<file path="config.mk">
export PLATFORM = sky130hd
export DESIGN_NAME = sercfg_port
export DESIGN_NICKNAME = d
export VERILOG_FILES = /design/src/rtl/sercfg_pkg.sv /design/src/rtl/sercfg_sync.sv /design/src/rtl/sercfg_shifter.sv /design/src/rtl/sercfg_commit.sv /design/src/rtl/sercfg_port.sv
export SDC_FILE = /design/constraint.sdc
export NUM_CORES = 1
export LEC_CHECK = 0
export BUFFER_PORTS_ARGS = -buffer_cell sky130_fd_sc_hd__buf_2
export CORE_MARGIN = 4
export CORE_UTILIZATION = 59
export DETAILED_ROUTE_END_ITERATION = 12
export PLACE_DENSITY = 0.83
export SLEW_MARGIN = 0
export SYNTH_ARGS = -nofsm -noshare
export SYNTH_HDL_FRONTEND = slang
export SYNTH_HIERARCHICAL = 1
export SYNTH_SLANG_ARGS = --single-unit
</file>
<file path="constraint.sdc">
create_clock -name clk -period 3.18 [get_ports clk]
set_input_delay 0.477 -clock clk [delete_from_list [all_inputs] [get_ports clk]]
set_output_delay 0.477 -clock clk [all_outputs]
set_load 0.005 [all_outputs]
</file>
<file path="src/rtl/sercfg_pkg.sv">
package sercfg_pkg;

    typedef enum logic {
        SEL_DATA = 1'b0,
        SEL_CTRL = 1'b1
    } word_sel_e;

    localparam int IDX_SCK  = 0;
    localparam int IDX_STR  = 1;
    localparam int IDX_SDI  = 2;
    localparam int IDX_LOCK = 3;
    localparam int N_SYNC   = 4;

endpackage

</file>
<file path="src/rtl/sercfg_sync.sv">
module sercfg_sync #(
    parameter int             W       = 4,
    parameter int             STAGES  = 2,
    parameter logic [W-1:0]   RST_VAL = '0
) (
    input  logic         clk,
    input  logic         rst_n,
    input  logic [W-1:0] async_in,
    output logic [W-1:0] lvl,
    output logic [W-1:0] rise,
    output logic [W-1:0] fall
);
    // pipe_q[0..STAGES-1] synchronize, pipe_q[STAGES] holds previous level
    logic [STAGES:0][W-1:0] pipe_d, pipe_q;
    logic [W-1:0]           prev;

    always_comb begin
        pipe_d    = pipe_q;
        pipe_d[0] = async_in;
        for (int i = 1; i <= STAGES; i++) begin
            pipe_d[i] = pipe_q[i-1];
        end
    end

    always_ff @(posedge clk or negedge rst_n) begin
        if (!rst_n) begin
            pipe_q <= {(STAGES+1){RST_VAL}};
        end else begin
            pipe_q <= pipe_d;
        end
    end

    assign lvl  = pipe_q[STAGES-1];
    assign prev = pipe_q[STAGES];
    assign rise = lvl & ~prev;
    assign fall = ~lvl & prev;

endmodule

</file>
<file path="src/rtl/sercfg_shifter.sv">
module sercfg_shifter #(
    parameter int FRAME_W = 19
) (
    input  logic               clk,
    input  logic               rst_n,
    input  logic               shift_tick,
    input  logic               out_tick,
    input  logic               hold,
    input  logic               din,
    output logic [FRAME_W-1:0] frame,
    output logic               dout
);
    typedef struct packed {
        logic [FRAME_W-1:0] sr;
        logic               dout;
    } shift_st_t;

    shift_st_t st_d, st_q;

    always_comb begin
        st_d = st_q;
        if (shift_tick && !hold) begin
            st_d.sr = {st_q.sr[FRAME_W-2:0], din};
        end
        if (out_tick) begin
            st_d.dout = st_q.sr[FRAME_W-1];
        end
    end

    always_ff @(posedge clk or negedge rst_n) begin
        if (!rst_n) begin
            st_q <= '0;
        end else begin
            st_q <= st_d;
        end
    end

    assign frame = st_q.sr;
    assign dout  = st_q.dout;

    // strobe high freezes the shift register
    p_hold_frozen_r2: assert property (@(posedge clk) disable iff (!rst_n)
        hold |=> $stable(st_q.sr));

    // serial output moves only after a falling serial clock edge
    p_dout_on_fall_r7: assert property (@(posedge clk) disable iff (!rst_n)
        !out_tick |=> $stable(st_q.dout));

endmodule

</file>
<file path="src/rtl/sercfg_commit.sv">
module sercfg_commit
    import sercfg_pkg::*;
#(
    parameter int PAYLOAD_W = 18
) (
    input  logic                 clk,
    input  logic                 rst_n,
    input  logic                 commit,
    input  logic                 lock,
    input  logic [PAYLOAD_W:0]   frame,
    output logic [PAYLOAD_W-1:0] data_word,
    output logic [PAYLOAD_W-1:0] ctrl_word,
    output logic                 data_upd,
    output logic                 ctrl_upd
);
    typedef struct packed {
        logic [PAYLOAD_W-1:0] data;
        logic [PAYLOAD_W-1:0] ctrl;
        logic                 dupd;
        logic                 cupd;
    } commit_st_t;

    commit_st_t st_d, st_q;
    word_sel_e  sel;

    assign sel = word_sel_e'(frame[0]);

    always_comb begin
        st_d      = st_q;
        st_d.dupd = 1'b0;
        st_d.cupd = 1'b0;
        if (commit) begin
            if (sel == SEL_DATA) begin
                st_d.data = frame[PAYLOAD_W:1];
                st_d.dupd = 1'b1;
            end else if (!lock) begin
                st_d.ctrl = frame[PAYLOAD_W:1];
                st_d.cupd = 1'b1;
            end
        end
    end

    always_ff @(posedge clk or negedge rst_n) begin
        if (!rst_n) begin
            st_q <= '0;
        end else begin
            st_q <= st_d;
        end
    end

    assign data_word = st_q.data;
    assign ctrl_word = st_q.ctrl;
    assign data_upd  = st_q.dupd;
    assign ctrl_upd  = st_q.cupd;

    // data word changes only together with its update pulse
    p_data_hold_r4: assert property (@(posedge clk) disable iff (!rst_n)
        !st_q.dupd |-> $stable(st_q.data));

    // control word changes only together with its update pulse
    p_ctrl_hold_r5: assert property (@(posedge clk) disable iff (!rst_n)
        !st_q.cupd |-> $stable(st_q.ctrl));

    // locked control frame produces no control update
    p_lock_drop_r5: assert property (@(posedge clk) disable iff (!rst_n)
        (commit && frame[0] && lock) |=> !st_q.cupd);

    // update pulses last a single cycle
    p_pulse_single_r9: assert property (@(posedge clk) disable iff (!rst_n)
        (st_q.dupd || st_q.cupd) |=> !(st_q.dupd || st_q.cupd));

endmodule

</file>
<file path="src/rtl/sercfg_port.sv">
module sercfg_port
    import sercfg_pkg::*;
#(
    parameter int PAYLOAD_W   = 18,
    parameter int SYNC_STAGES = 2
) (
    input  logic                 clk,
    input  logic                 supply_ok,
    input  logic                 ser_clk,
    input  logic                 ser_strobe_n,
    input  logic                 ser_din,
    input  logic                 ctrl_lock,
    output logic                 ser_dout,
    output logic [PAYLOAD_W-1:0] data_word,
    output logic [PAYLOAD_W-1:0] ctrl_word,
    output logic                 data_upd,
    output logic                 ctrl_upd
);
    localparam int FRAME_W = PAYLOAD_W + 1;
    // idle levels: serial clock and strobe high, so release from reset makes no edge
    localparam logic [N_SYNC-1:0] SYNC_IDLE =
        (N_SYNC'(1) << IDX_SCK) | (N_SYNC'(1) << IDX_STR);

    logic [N_SYNC-1:0]  raw, lvl, rise, fall;
    logic [FRAME_W-1:0] frame;

    assign raw[IDX_SCK]  = ser_clk;
    assign raw[IDX_STR]  = ser_strobe_n;
    assign raw[IDX_SDI]  = ser_din;
    assign raw[IDX_LOCK] = ctrl_lock;

    sercfg_sync #(
        .W       (N_SYNC),
        .STAGES  (SYNC_STAGES),
        .RST_VAL (SYNC_IDLE)
    ) u_sync (
        .clk      (clk),
        .rst_n    (supply_ok),
        .async_in (raw),
        .lvl      (lvl),
        .rise     (rise),
        .fall     (fall)
    );

    sercfg_shifter #(
        .FRAME_W (FRAME_W)
    ) u_shift (
        .clk        (clk),
        .rst_n      (supply_ok),
        .shift_tick (rise[IDX_SCK]),
        .out_tick   (fall[IDX_SCK]),
        .hold       (lvl[IDX_STR]),
        .din        (lvl[IDX_SDI]),
        .frame      (frame),
        .dout       (ser_dout)
    );

    sercfg_commit #(
        .PAYLOAD_W (PAYLOAD_W)
    ) u_commit (
        .clk       (clk),
        .rst_n     (supply_ok),
        .commit    (rise[IDX_STR]),
        .lock      (lvl[IDX_LOCK]),
        .frame     (frame),
        .data_word (data_word),
        .ctrl_word (ctrl_word),
        .data_upd  (data_upd),
        .ctrl_upd  (ctrl_upd)
    );

    // the two update pulses never coincide
    p_upd_exclusive_r9: assert property (@(posedge clk) disable iff (!supply_ok)
        $onehot0({data_upd, ctrl_upd}));

endmodule

</file>
# --- Word-level counts from Yosys, hierarchy flattened ---
# Cells that the tools add are included.
classes:
  muxes: 4
  n_bitwise: 6
  n_reduce_logical: 4
ops:
  columns: ["op", "count"]
  rows:
  - ["$mux W1", 3]
  - ["$not A1 Y1", 3]
  - ["$reduce_and A3 Y1", 1]
  - ["$and A2 B2 Y2", 1]
  - ["$mux W2", 1]
  - ["$not A2 Y2", 1]
  - ["$reduce_and A2 Y1", 1]
  - ["$and A1 B1 Y1", 1]
  - ["$logic_and A1 B1 Y1", 1]
  - ["$logic_not A1 Y1", 1]
totals:
  ff_bits: 68
  in_bits: 6
  elab_cells: 23

# --- Depth between registers and ports, before layout ---
logic_depth:
  depth_word: 3
  depth_mapped: 5
  mapped_depth_nobuf: 3

# --- Hierarchy ---
# The synthesis kept the hierarchy.
by_module_without_submodules:
  columns: ["module", "n_inst", "cells_per_inst", "area_per_inst_um2", "seq_area_each_um2"]
  rows:
  - ["sercfg_commit", 1, 81, 1498.9, 950.9]
  - ["sercfg_shifter", 1, 43, 808.3, 500.5]
  - ["sercfg_sync", 1, 24, 407.9, 307.8]

# --- Worst setup path before layout ---
# Ideal clock, no wire load.
synth_timing:
  kind: "register -> register"
  start: "register u_sync.pipe_q (netlist bit u_sync/lvl[1])"
  end: "register u_commit.st_q (netlist bit u_commit/data_word[1])"
  setup_ns: 0.125
  t_arrival_ns: 1.395
  path_slack_ns: 1.660
  path_stages_with_launch: 6
  path_buffers: 2
  synth_period_minus_slack_ns: 1.520
  cell_sequence: "dfstp_2 > and2b_2 > nor2b_1 > buf_6 > buf_8 > mux2_4"
synth_via:
  elab_chain_cells: 2
synth_rtl:
  columns: ["element", "line_no", "text"]
  rows:
  - ["start, declared", "sercfg_sync.sv:14", "logic [STAGES:0][W-1:0] pipe_d, pipe_q;"]
  - ["start signal, assigned", "sercfg_sync.sv:27", "pipe_q <= {(STAGES+1){RST_VAL}};"]
  - ["start signal, assigned", "sercfg_sync.sv:29", "pipe_q <= pipe_d;"]
  - ["$and A2 B2 Y2", "sercfg_sync.sv:35", "assign rise = lvl & ~prev;"]
  - ["net rise[1]", "sercfg_port.sv:24", "logic [N_SYNC-1:0] raw, lvl, rise, fall;"]
  - ["$reduce_and A2 Y1 (no line)", null, null]
  - ["end signal, assigned", "sercfg_commit.sv:47", "st_q <= st_d;"]
  - ["end, declared", "sercfg_commit.sv:23", "commit_st_t st_d, st_q;"]
# The timed path passes the listed nets, and every way through them passes these cells.
# A chain may end at the register's enable or synchronous reset.

# --- Final worst setup path ---
layout_timing:
  start: "register u_sync.pipe_q (netlist bit u_sync/lvl[1])"
  end: "register u_commit.st_q (netlist bit u_commit/ctrl_word[13])"
layout_via:
  elab_chain_cells: 2
layout_rtl:
  columns: ["element", "line_no"]
  rows:
  - ["$and A2 B2 Y2", "sercfg_sync.sv:35"]
  - ["net rise[1]", "sercfg_port.sv:24"]
  - ["$reduce_and A3 Y1 (no line)", null]
# The timed path passes the listed nets, and every way through them passes these cells.

==> reports/qor.yml <==
vias_per_cell: 5.17
fin_crit_ns: 1.98
cts_tree: "yes"
cts_resized: 0
drc: 0
ios: 45
wl_mm: 4.41
max-clock-path-buffers: 2
grt_usage: 0.187
clkLatencyLatePin_ns: 0.33
power_density_nw_per_um2: 760
place_congestion: 0.736
fp.dieW_um: 74.6
grt_max_degree: 32
ant_nets: 0
synth_area_um2: 2610
worst_clock_skew_ns: 0.00631
hold_class: "in2async"
stdcell_area_um2: 3080
root_buffer: "clkbuf_8"
required_ns: 3.39
cts.clk_slew.worst_paths_ns: 0.07
setup_ws_ns: 1.20
hold_ws_ns: 0.0794
die_y_um: 74.6
critPathArrivalTime_ns: 2.19
ys_warn_count: 6
end_kind: "flip-flop"
die_area_um2: 5560
finalCritPeriodShare: 0.622
post-place-ws_ns: 1.21
h-tree-depth: 3
utilization: 0.743
n_antenna_cell: 0
crit_buf_inv: 1
irDropWorstVdd_uv: 561
wl_per_cell_um: 18.0
post_dp_cell_area_um2: 2820
vias: 1267
cp_max_fo: 10
criticalPathCategory: "reg2reg"
cts.hold.buffers_added: 0
slew-limit-headroom: 0.533
cp_slowest_cell: "dfstp_2"
port-buffer-count: 44
area_growth_pct: 17.9
max-cap-violations: 0
worst_path_largest_cell_delay_ns: 0.57
synth.avg_cell_area_um2: 18.7
layout.nets: 196
leakage_nw: 1.66
setup-tns-final_ns: 0
antenna_found_initial: 0
crit_family: "simple AND/OR/NAND/NOR gates"
grt_pass1_vias: 1428
start_util: 0.631
fmax_ghz: 0.505
core_area_um2: 4140
final_hold_viol_count: 0
critical_path.cell_chain: "and2b_2 > nand3b_1 > buf_4 > mux2_4"
drive_gt1_frac: 0.672
dp_hpwl_mm: 2.87
setup_viol: 0
dr.pass1.iters: 4
synthCells: 140
num_rows: 23
cp-start-kind: "flip-flop"
cts_setup_buffers: 0
numCtsBuffers: 9
grt_pass1_wl_mm: 7.47
report.final.slew_viol_count: 0
drt_first_iter_violations: 34
tightestPinTransition_ns: 0.699
grt.overflow.total: 0
rsz0062_at_grt: "no"
clock-sinks: 68
outcome: "finished, final reports clean"
synth_fp_nets: 146
==> flip-flops by register name (all words and copies together) (netlist names) <==
register and cells:
u_shift/frame 19, u_sync/prev 2, u_commit/data_word 18, u_commit/ctrl_upd 1
u_sync/lvl 4, u_commit/data_upd 1, u_commit/ctrl_word 18, u_shift/dout 1
u_sync/pipe_d 4
==> cell type report <==
type | count | area, um^2
flip-flops and latches | 68 | 1710
well taps | 50 | 62.6
repair buffers | 48 | 250
clock inverters | 7 | 139
fillers | 269 | 1060
inverters | 1 | 3.75
clock buffers | 9 | 124
multi-input cells | 62 | 792
==> stage by stage <==
stage / instances / total power [W]
2_1_floorplan: 140 / 0.00130
3_3_place_gp: 229 / 0.00143
3_5_place_dp: 229 / 0.00144
4_1_cts: 245 / 0.00237
5_1_grt: 245 / 0.00245
6_report: 245 / 0.00234
==> power breakdown <==
group | internal (W) | switching [W]
clock network | 0.000599 | 0.000315
registers | 0.00101 | 0.000102
logic | 0.000207 | 0.000112
==> placed cells by master, fill, tap and decap left out <==
cell,n
and2b_2,3
buf_2,44
buf_4,4
bufinv_16,4
clkbuf_8,9
clkinv_2,2
clkinv_4,1
dfrtp_1,62
dfstp_2,6
inv_1,1
mux2_2,28
mux2_4,28
nand3b_1,1
nor2b_2,1
nor2b_4,1
==> metal layers <==
layer | GRT usage | up-vias | part of all wire
li1 | - | 580 | -
met1 | 0.247 | 646 | 0.44
met2 | 0.289 | 36 | 0.50
met3 | 0.0649 | 5 | 0.047
met4 | 0.0711 | 0 | 0.011
met5 | 0 | - | 0
==> path summary, 6_finish.rpt <==
| path | startpoint | endpoint | slack [ns] | depth (start not counted) |
|---|---|---|---|---|
| max | u_sync/lvl[1] | u_commit/ctrl_word[13] | 1.20 | 4 |
| min | supply_ok | u_commit/ctrl_word[8] | 0.08 | 1 |
| max reg2reg | u_sync/lvl[1] | u_commit/ctrl_word[13] | 1.20 | 4 |
| min reg2reg | u_sync/pipe_d[6] | u_sync/lvl[2] | 0.35 | 0 |
| max in group asynchronous | supply_ok | u_sync/lvl[0] | 2.33 | 2 |
| min in group clk | ser_clk | u_sync/pipe_d[4] | 0.25 | 1 |
Note: power is estimated with default switching activity, not from simulation.
